==> src/rtl/dct_pkg.sv <==
package dct_pkg;
  // Channel page offsets (byte address bits [4:0])
  localparam logic [4:0] OFF_CFG  = 5'h00;
  localparam logic [4:0] OFF_RLD  = 5'h04;
  localparam logic [4:0] OFF_CUR  = 5'h08;
  localparam logic [4:0] OFF_OVF  = 5'h0C;
  localparam logic [4:0] OFF_STS  = 5'h10;
  localparam logic [4:0] OFF_CLR  = 5'h14;
  localparam logic [4:0] OFF_MSK  = 5'h18;
  // Global page offsets
  localparam logic [4:0] OFF_GCTL = 5'h00;
  localparam logic [4:0] OFF_REV  = 5'h10;

  typedef struct packed {
    logic       wr;
    logic       rd;
    logic [4:0] off;
  } slot_req_t;
endpackage

==> src/rtl/dct_decode.sv <==
module dct_decode
  import dct_pkg::*;
#(
  parameter int NCH = 4,
  parameter int AW  = 8
) (
  input  logic                  wr_en_i,
  input  logic                  rd_en_i,
  input  logic [AW-1:0]         addr_i,
  output slot_req_t             glb_o,
  output slot_req_t [NCH-1:0]   ch_o
);
  localparam int PW = AW - 5;

  logic [PW-1:0] page;
  assign page = addr_i[AW-1:5];

  always_comb begin
    glb_o.wr  = wr_en_i && (page == '0);
    glb_o.rd  = rd_en_i && (page == '0);
    glb_o.off = addr_i[4:0];
  end

  for (genvar i = 0; i < NCH; i++) begin : g_sel
    logic hit;
    assign hit       = (page == PW'(i + 1));
    assign ch_o[i].wr  = wr_en_i && hit;
    assign ch_o[i].rd  = rd_en_i && hit;
    assign ch_o[i].off = addr_i[4:0];
  end
endmodule

==> src/rtl/dct_channel.sv <==
module dct_channel
  import dct_pkg::*;
#(
  parameter int CW = 32
) (
  input  logic          clk,
  input  logic          rst,
  input  logic          gen_i,
  input  slot_req_t     req_i,
  input  logic [CW-1:0] wdata_i,
  output logic [CW-1:0] rdata_o,
  output logic          irq_o
);
  logic          len_q, prev_q, sts_q, msk_q, irq_q;
  logic [CW-1:0] rld_q, cnt_q, ovf_q, shd_q;
  logic          arm, run, uf, snap, sts_d, msk_d;

  always_comb begin
    arm   = len_q & ~prev_q;
    run   = gen_i & len_q & prev_q;
    uf    = run && (cnt_q == '0);
    snap  = req_i.rd && (req_i.off == OFF_OVF);
    msk_d = (req_i.wr && req_i.off == OFF_MSK) ? wdata_i[0] : msk_q;
    if (uf)
      sts_d = 1'b1;
    else if (req_i.wr && req_i.off == OFF_CLR && wdata_i[0])
      sts_d = 1'b0;
    else
      sts_d = sts_q;
  end

  always_ff @(posedge clk) begin
    if (rst) begin
      len_q  <= 1'b0;
      prev_q <= 1'b0;
      sts_q  <= 1'b0;
      msk_q  <= 1'b0;
      irq_q  <= 1'b0;
      rld_q  <= '0;
      cnt_q  <= '0;
      ovf_q  <= '0;
      shd_q  <= '0;
    end else begin
      prev_q <= len_q;
      if (req_i.wr && req_i.off == OFF_CFG) len_q <= wdata_i[0];
      if (req_i.wr && req_i.off == OFF_RLD) rld_q <= wdata_i;
      if (arm) begin
        cnt_q <= rld_q;
      end else if (uf) begin
        cnt_q <= rld_q;
        ovf_q <= ovf_q + 1'b1;
      end else if (run) begin
        cnt_q <= cnt_q - 1'b1;
      end
      if (snap) shd_q <= cnt_q;
      sts_q <= sts_d;
      msk_q <= msk_d;
      irq_q <= sts_d & msk_d;
    end
  end

  always_comb begin
    rdata_o = '0;
    if (req_i.rd) begin
      case (req_i.off)
        OFF_CFG: rdata_o = CW'(len_q);
        OFF_RLD: rdata_o = rld_q;
        OFF_CUR: rdata_o = shd_q;
        OFF_OVF: rdata_o = ovf_q;
        OFF_STS: rdata_o = CW'(sts_q);
        OFF_MSK: rdata_o = CW'(msk_q);
        default: rdata_o = '0;
      endcase
    end
  end

  assign irq_o = irq_q;

  // a stopped channel holds its count
  p_hold_r3: assert property (@(posedge clk) disable iff (rst)
    (!len_q || (!gen_i && prev_q)) |=> $stable(cnt_q));
  // a running non-zero channel steps down by one
  p_step_r3: assert property (@(posedge clk) disable iff (rst)
    (gen_i && len_q && prev_q && cnt_q != '0) |=> (cnt_q == $past(cnt_q) - 1'b1));
  // rising local enable loads reload value
  p_arm_r4: assert property (@(posedge clk) disable iff (rst)
    (len_q && !prev_q) |=> (cnt_q == $past(rld_q)));
  // underflow reloads, counts, and flags
  p_wrap_r5: assert property (@(posedge clk) disable iff (rst)
    (gen_i && len_q && prev_q && cnt_q == '0) |=>
      (sts_q && cnt_q == $past(rld_q) && ovf_q == $past(ovf_q) + 1'b1));
  // snapshot captures the live count
  p_snap_r6: assert property (@(posedge clk) disable iff (rst)
    (req_i.rd && req_i.off == OFF_OVF) |=> (shd_q == $past(cnt_q)));
  // interrupt follows status and mask
  p_irq_r8: assert property (@(posedge clk) disable iff (rst)
    irq_o == (sts_q & msk_q));
endmodule

==> src/rtl/dct_timer_bank.sv <==
module dct_timer_bank
  import dct_pkg::*;
#(
  parameter int          NCH = 4,
  parameter int          CW  = 32,
  parameter int          AW  = 8,
  parameter logic [31:0] REV = 32'h0001_0000
) (
  input  logic           clk,
  input  logic           rst,
  input  logic           wr_en_i,
  input  logic           rd_en_i,
  input  logic [AW-1:0]  addr_i,
  input  logic [CW-1:0]  wdata_i,
  output logic [CW-1:0]  rdata_o,
  output logic [NCH-1:0] irq_o
);
  slot_req_t               glb_req;
  slot_req_t [NCH-1:0]     ch_req;
  logic [NCH-1:0][CW-1:0]  ch_rd;
  logic [CW-1:0]           rd_d, rdata_q;
  logic                    gen_q;

  dct_decode #(.NCH(NCH), .AW(AW)) u_dec (
    .wr_en_i (wr_en_i),
    .rd_en_i (rd_en_i),
    .addr_i  (addr_i),
    .glb_o   (glb_req),
    .ch_o    (ch_req)
  );

  for (genvar i = 0; i < NCH; i++) begin : g_ch
    dct_channel #(.CW(CW)) u_ch (
      .clk     (clk),
      .rst     (rst),
      .gen_i   (gen_q),
      .req_i   (ch_req[i]),
      .wdata_i (wdata_i),
      .rdata_o (ch_rd[i]),
      .irq_o   (irq_o[i])
    );
  end

  always_comb begin
    rd_d = '0;
    if (glb_req.rd) begin
      if (glb_req.off == OFF_GCTL)     rd_d = CW'(gen_q);
      else if (glb_req.off == OFF_REV) rd_d = CW'(REV);
    end
    for (int i = 0; i < NCH; i++) rd_d = rd_d | ch_rd[i];
  end

  always_ff @(posedge clk) begin
    if (rst) begin
      gen_q   <= 1'b0;
      rdata_q <= '0;
    end else begin
      if (glb_req.wr && glb_req.off == OFF_GCTL) gen_q <= wdata_i[0];
      rdata_q <= rd_d;
    end
  end

  assign rdata_o = rdata_q;

  // no read strobe, zero read data
  p_idle_r10: assert property (@(posedge clk) disable iff (rst)
    !rd_en_i |=> (rdata_o == '0));
  // revision register content
  p_rev_r1: assert property (@(posedge clk) disable iff (rst)
    (rd_en_i && addr_i == AW'(8'h10)) |=> (rdata_o == CW'(REV)));
  // global run bit only changes by a write to address 0
  p_gen_r1: assert property (@(posedge clk) disable iff (rst)
    !(wr_en_i && addr_i == '0) |=> $stable(gen_q));
endmodule

==> config.mk <==
export PLATFORM = sky130hd
export DESIGN_NAME = dct_timer_bank
export DESIGN_NICKNAME = d
export VERILOG_FILES = /design/src/rtl/dct_pkg.sv /design/src/rtl/dct_decode.sv /design/src/rtl/dct_channel.sv /design/src/rtl/dct_timer_bank.sv
export SDC_FILE = /design/constraint.sdc
export NUM_CORES = 1
export LEC_CHECK = 0
export BUFFER_PORTS_ARGS = -buffer_cell sky130_fd_sc_hd__buf_4
export CORE_ASPECT_RATIO = 1.2
export CORE_MARGIN = 4
export CORE_UTILIZATION = 35
export CTS_CLUSTER_DIAMETER = 200
export DETAILED_ROUTE_END_ITERATION = 6
export PLACE_DENSITY = 0.59
export SETUP_SLACK_MARGIN = 0.05
export SLEW_MARGIN = 20
export SYNTH_ARGS = -nofsm -noshare
export SYNTH_HDL_FRONTEND = slang
export SYNTH_SLANG_ARGS = --single-unit
==> constraint.sdc <==
create_clock -name clk -period 4.7 [get_ports clk]
set_input_delay 0.47 -clock clk [delete_from_list [all_inputs] [get_ports clk]]
set_output_delay 0.47 -clock clk [all_outputs]
set_load 0.1 [all_outputs]
==> results.sh, run 1 <==
export IMPL_hpwl_um=77100
export IMPL_yosysMostFrequentCell="nand2_1"
export IMPL_wire_per_inst_um=24.1
export IMPL_cts_sinks=565
export IMPL_synth_area_leaders="dfxtp_1 41%, nand2_1 8.8%, a21oi_1 7.5%"
export IMPL_ys_warn_count=0
export IMPL_yosysTopAreaCell="dfxtp_1"
export IMPL_port_buffers=79
export IMPL_vias=27500
export IMPL_seq_area_frac_synth=0.406
export IMPL_async_reset_ff_frac=0
export IMPL_dpl_cell_area_um2=29400
export IMPL_synth_edf_count=0
export IMPL_nets=3577
export IMPL_fp_row_count=113
export IMPL_required_ns=5.28
export IMPL_timing_rr_start="g_ch[3].u_ch.cnt_q[8]"
export IMPL_clkLatencyLatePin_ns=0.67
export IMPL_wirelength_um=111000
export IMPL_power_density_nw_per_um2=335
export IMPL_worst_r2r_setup_slack_ns=1.16
export IMPL_avgSynthCellArea_um2=7.78
export IMPL_gp_congestion=0.977
export IMPL_total_power_uw=10600
export IMPL_clock_skew_ns=0.0397
export IMPL_outcome="complete, no violations"
export IMPL_crit_type="flop to flop"
export IMPL_worst_pin_slew_ns=1.09
export IMPL_tns_ns=0
export IMPL_critPathLaunch="g_ch[3].u_ch.cnt_q[8]"
export IMPL_power_leakage_uw=0.0107
export IMPL_globalRouteOverflowTotal=0
export IMPL_drive_above_1_share=0.117
export IMPL_ys_top_cells_by_count="656 x nand2_1, 565 x dfxtp_1, 419 x a21oi_1, 262 x clkbuf_1, 195 x nor2_1"
export IMPL_post_route_period_util=0.754
export IMPL_period_needed_ns=3.54
export IMPL_grt_antenna_before_repair=5
export IMPL_cts_root_buffer="clkbuf_16"
export IMPL_synth_distinct_cells=68
export IMPL_worstPathMaxFanout=17
export IMPL_hold_viol=0
export IMPL_cts_hold_buf=0
export IMPL_hold_class="input port to flop"
export IMPL_syn_nets=3639
export IMPL_holdWs_ns=0.130
export IMPL_maxSlewHeadroom=0.268
export IMPL_grt_max_degree=164
export IMPL_drt_pass1_iterations=7
export IMPL_end_kind="flop"
export IMPL_maxCapViolCount=0
export IMPL_cts_tree="built"
export IMPL_die_h_um=317
export IMPL_start_kind="flop"
export IMPL_grt_pass1_vias=24900
export IMPL_drt_iter0_drc=3016
export IMPL_coreArea_um2=79000
export IMPL_synthCells=3583
export IMPL_grt_total_usage=0.252
export IMPL_ctsLongestPathBuffers=3
export IMPL_fin_ws_ns=1.16
export IMPL_crit_path_end="g_ch[3].u_ch.ovf_q[18]"
export IMPL_grt_setup_unrepaired="no"
export IMPL_vias_per_cell=5.96
export IMPL_postCtsSetupRepairBufs=0
export IMPL_synth_top_cell_area_share=0.406
export IMPL_synth_ff_type="dfxtp_1"
export IMPL_die_area_um2=84300
export IMPL_min_from="wdata_i[18]"
export IMPL_io_pins=80
export IMPL_final_max_slew_viol_count=0
export IMPL_drc_errors=0
export IMPL_htreeDepth=2
export IMPL_fmax_mhz=282
export IMPL_area_delta_synth_final_pct=13.4
export IMPL_initial_core_util=0.353
export IMPL_pre_cts_ws_ns=1.19
export IMPL_stdcell_area_um2=31600
export IMPL_timing_rr_end="g_ch[3].u_ch.ovf_q[18]"
export IMPL_cts_resized=0
export IMPL_clk_pin_slew_ns=0.07
export IMPL_numCtsBuffers=60
export IMPL_grt_pass1_wl_um=163000
export IMPL_die_w_um=266
export IMPL_synth_seq_cells=565
export IMPL_r2r_cells=6
export IMPL_finalSetupViolCount=0
export IMPL_ir_drop_v=0.000254
export IMPL_critical_path_arrival_ns=4.12
export IMPL_antenna_left=0
export IMPL_syn_area_um2=27900
## registers in the layout, summed over array words and instances (netlist names)
register,count
g_ch.u_ch.sts_q,4
g_ch.u_ch.len_q,4
g_ch.u_ch.msk_q,4
g_ch.u_ch.irq_o,4
gen_q,1
g_ch.u_ch.rld_q,128
g_ch.u_ch.cnt_q,128
rdata_o,32
g_ch.u_ch.shd_q,128
g_ch.u_ch.prev_q,4
g_ch.u_ch.ovf_q,128
## final cells by class
type                       instances  area [µm²]
inverter                          66         248
clock inverter                    31         499
fill                            8132       47400
tap                             1035        1290
antenna                            2        5.00
clock buffer                      80        1730
multi-input combinational       2671       15300
sequential                       565       11300
timing repair buffer             157        1220
## per-layer routing
metal  wire (µm)  up-vias  global-route usage
li1            -    12800                   -
met1       46900    13200               0.339
met2       48100     1144               0.389
met3        9360      241              0.0481
met4        6540        2               0.123
met5          13        -                   0
## worst min-delay path by stage
stage / end / slack (ns) / depth (start not counted)
CTS: g_ch[2].u_ch.rld_q[18] / 0.10 / 3
global placement: g_ch[1].u_ch.shd_q[3] / 0.44 / 2
floorplan: g_ch[1].u_ch.shd_q[18] / 0.44 / 2
detailed placement: g_ch[0].u_ch.shd_q[22] / 0.45 / 2
finish: g_ch[2].u_ch.rld_q[18] / 0.13 / 3
global route: g_ch[0].u_ch.rld_q[15] / 0.12 / 3
## placed cells by master (no fill, tap or decap), drive strengths merged, types with 39 or more instances in the layout
cell type / netlist / layout
inv: 66 / 68
o22ai: 66 / 66
o21ai: 139 / 139
a21oi: 419 / 419
nand2: 656 / 656
clkbuf: 262 / 80
xor2: 39 / 39
mux2: 119 / 119
nand3: 100 / 100
or3: 67 / 67
nor4: 81 / 81
nor2: 195 / 195
or4: 39 / 39
buf: 19 / 157
nand4: 100 / 100
a22oi: 148 / 148
dfxtp: 565 / 565
nor3: 95 / 95
## worst max-delay path, cell delays in order (launching register included)
cell and delay (ns):
dfxtp_1 0.37, or4_1 0.59, or4_1 0.69, nor4_2 0.51
nand4_1 0.61, or3_1 0.55, a21oi_1 0.14
## cell families after synthesis
group | count (synthesis) | synth area share
simple gates | 1493 | 0.257
compound gates | 961 | 0.209
flops | 565 | 0.406
buf+inv | 347 | 0.0479
mux | 135 | 0.0538
xor+xnor | 70 | 0.0220
fa+ha+maj | 12 | 0.00538
## power by group
part	switching, µW	internal (µW)
clock	2170	3240
sequential	3.91	4790
combinational	299	87.0
## stage by stage
stage,cells,utilization
after floorplan,3583,-
after global placement,4494,0.372
after detailed placement,4494,0.372
after CTS,4605,0.400
after global routing,4605,0.400
final,4607,0.400
Power figures use the tool's default switching activity.
==> run 2: changes to the inputs <==
PLACE_DENSITY = 0.61   (was 0.59)
clock period = 3.2 ns   (was 4.7 ns; I/O delays follow)
==> run 2 against run 1 <==
Against the previous run:
- first-iteration DRC count shrank 2.1%
- setup slack lost 0.96 ns
- clock power grew 29%
- largest power group is now sequential cells
- highest routed layer unchanged
==> results.sh, run 2 (synthesized netlist as in run 1, its figures left out) <==
export IMPL_drt_iter0_drc=2954
export IMPL_timing_rr_end="g_ch[0].u_ch.ovf_q[31]"
export IMPL_cts_sinks=565
export IMPL_outcome="complete, no violations"
export IMPL_hold_viol=0
export IMPL_coreArea_um2=79000
export IMPL_grt_total_usage=0.255
export IMPL_grt_setup_unrepaired="no"
export IMPL_area_delta_synth_final_pct=15.8
export IMPL_timing_rr_start="g_ch[0].u_ch.cnt_q[21]"
export IMPL_power_density_nw_per_um2=453
export IMPL_antenna_left=0
export IMPL_multi_input_area_um2=15300
export IMPL_crit_path_end="g_ch[0].u_ch.ovf_q[31]"
export IMPL_ctsLongestPathBuffers=3
export IMPL_stdcell_count=4714
export IMPL_grt_max_degree=91
export IMPL_fp_row_count=113
export IMPL_start_kind="flop"
export IMPL_drive_above_1_share=0.138
export IMPL_nets=3690
export IMPL_power_leakage_uw=0.0111
export IMPL_worst_pin_slew_ns=0.953
export IMPL_die_h_um=317
export IMPL_cts_root_buffer="clkbuf_16"
export IMPL_vias=28100
export IMPL_final_max_slew_viol_count=0
export IMPL_r2r_cells=6
export IMPL_hold_class="input port to flop"
export IMPL_port_buffers=79
export IMPL_cts_tree="built"
export IMPL_vias_per_cell=5.95
export IMPL_maxCapViolCount=0
export IMPL_drc_errors=0
export IMPL_grt_antenna_before_repair=6
export IMPL_htreeDepth=2
export IMPL_clock_skew_ns=0.0196
export IMPL_hpwl_um=78900
export IMPL_dp_cells=4596
export IMPL_period_needed_ns=3.01
export IMPL_tns_ns=0
export IMPL_globalRouteOverflowTotal=0
export IMPL_critPathLaunch="g_ch[0].u_ch.cnt_q[21]"
export IMPL_crit_type="flop to flop"
export IMPL_ir_drop_v=0.000344
export IMPL_die_w_um=266
export IMPL_fmax_mhz=333
export IMPL_dpl_cell_area_um2=30200
export IMPL_critical_path_arrival_ns=3.57
export IMPL_grt_pass1_vias=25600
export IMPL_final_cell_mix="656 x nand2_1, 565 x dfxtp_1, 419 x a21oi_1"
export IMPL_post_route_period_util=0.940
export IMPL_clk_pin_slew_ns=0.06
export IMPL_numCtsBuffers=60
export IMPL_grt_pass1_wl_um=166000
export IMPL_wire_per_inst_um=23.7
export IMPL_wirelength_um=112000
export IMPL_maxSlewHeadroom=0.364
export IMPL_worst_r2r_setup_slack_ns=0.19
export IMPL_postCtsSetupRepairBufs=0
export IMPL_required_ns=3.76
export IMPL_die_area_um2=84300
export IMPL_gp_congestion=0.947
export IMPL_clkLatencyLatePin_ns=0.65
export IMPL_io_pins=80
export IMPL_seq_area_um2=11300
export IMPL_final_common_cell="nand2_1"
export IMPL_end_kind="flop"
export IMPL_drt_pass1_iterations=7
export IMPL_initial_core_util=0.353
export IMPL_stdcell_area_um2=32300
export IMPL_finalSetupViolCount=0
export IMPL_nFillCells=8044
export IMPL_worstPathMaxFanout=7
[run 2: cell types whose count changed in the layout (fill, tap and decap cells not counted), sizes merged]
| cell | change |
|---|---|
| clkbuf | +6 |
| buf | +102 |
| inv | -2 |
| bufinv | -9 |
| dlygate4sd3 | +11 |
| diode | -1 |
[run 2: worst min-delay path by stage]
stage / start / end / cells after the start
4_1_cts: wdata_i[23] / g_ch[2].u_ch.rld_q[23] / 3
3_3_place_gp: g_ch[1].u_ch.shd_q[23] / g_ch[1].u_ch.shd_q[23] / 2
2_1_floorplan: g_ch[1].u_ch.shd_q[18] / g_ch[1].u_ch.shd_q[18] / 2
6_report: wdata_i[23] / g_ch[2].u_ch.rld_q[23] / 3
5_1_grt: wdata_i[26] / g_ch[2].u_ch.rld_q[26] / 3
3_5_place_dp: g_ch[1].u_ch.shd_q[30] / g_ch[1].u_ch.shd_q[30] / 2
[run 2: routing by layer]
layer	routed length (µm)	share of wire	global-route usage	vias to the layer above
met4	7180	0.064	0.140	10
met2	49000	0.44	0.396	1309
met3	9970	0.089	0.0530	290
met1	45300	0.41	0.333	13400
met5	59	0.00053	0	-
li1	-	-	-	13100
[run 2: layout make-up]
cell class / instances / area share
Tap cell: 1035 / 0.0401
Multi-Input combinational cell: 2671 / 0.475
Clock inverter: 20 / 0.00573
Antenna cell: 1 / 0.0000775
Clock buffer: 86 / 0.0539
Inverter: 66 / 0.00767
Timing Repair Buffer: 270 / 0.0673
Sequential cell: 565 / 0.350
[run 2: worst max-delay path: stages, from the launching register on]
cell     delay (ns)
dfxtp_1        0.35
or4_4          0.55
or4_4          0.50
or4_4          0.55
or3_4          0.43
or4_1          0.42
a21oi_1        0.13
[run 2: where the power goes]
part	leakage (µW)	switching, µW	internal, µW	total, µW
Sequential	0.00455	5.63	7040	7040
Combinational	0.00559	445	154	598
Clock	0.000947	3010	3990	7000
[run 2: timing repair]
action	4_1_cts	5_1_grt
gates resized for setup	0	4
endpoints found under the setup margin	0	5
endpoints found under the hold margin	34	0
hold buffers	11	0
[run 2: through the flow]
step	total power, µW	utilization	hold WS (ns)	setup WS [ns]
global placement	7770	0.383	0.443	0.161
detailed placement	7770	0.383	0.447	0.120
global route	15000	0.409	0.0107	0.0596
floorplan	7480	-	0.436	0.0502
finish	14600	0.409	0.0319	0.194
CTS	14700	0.408	0.00262	0.103
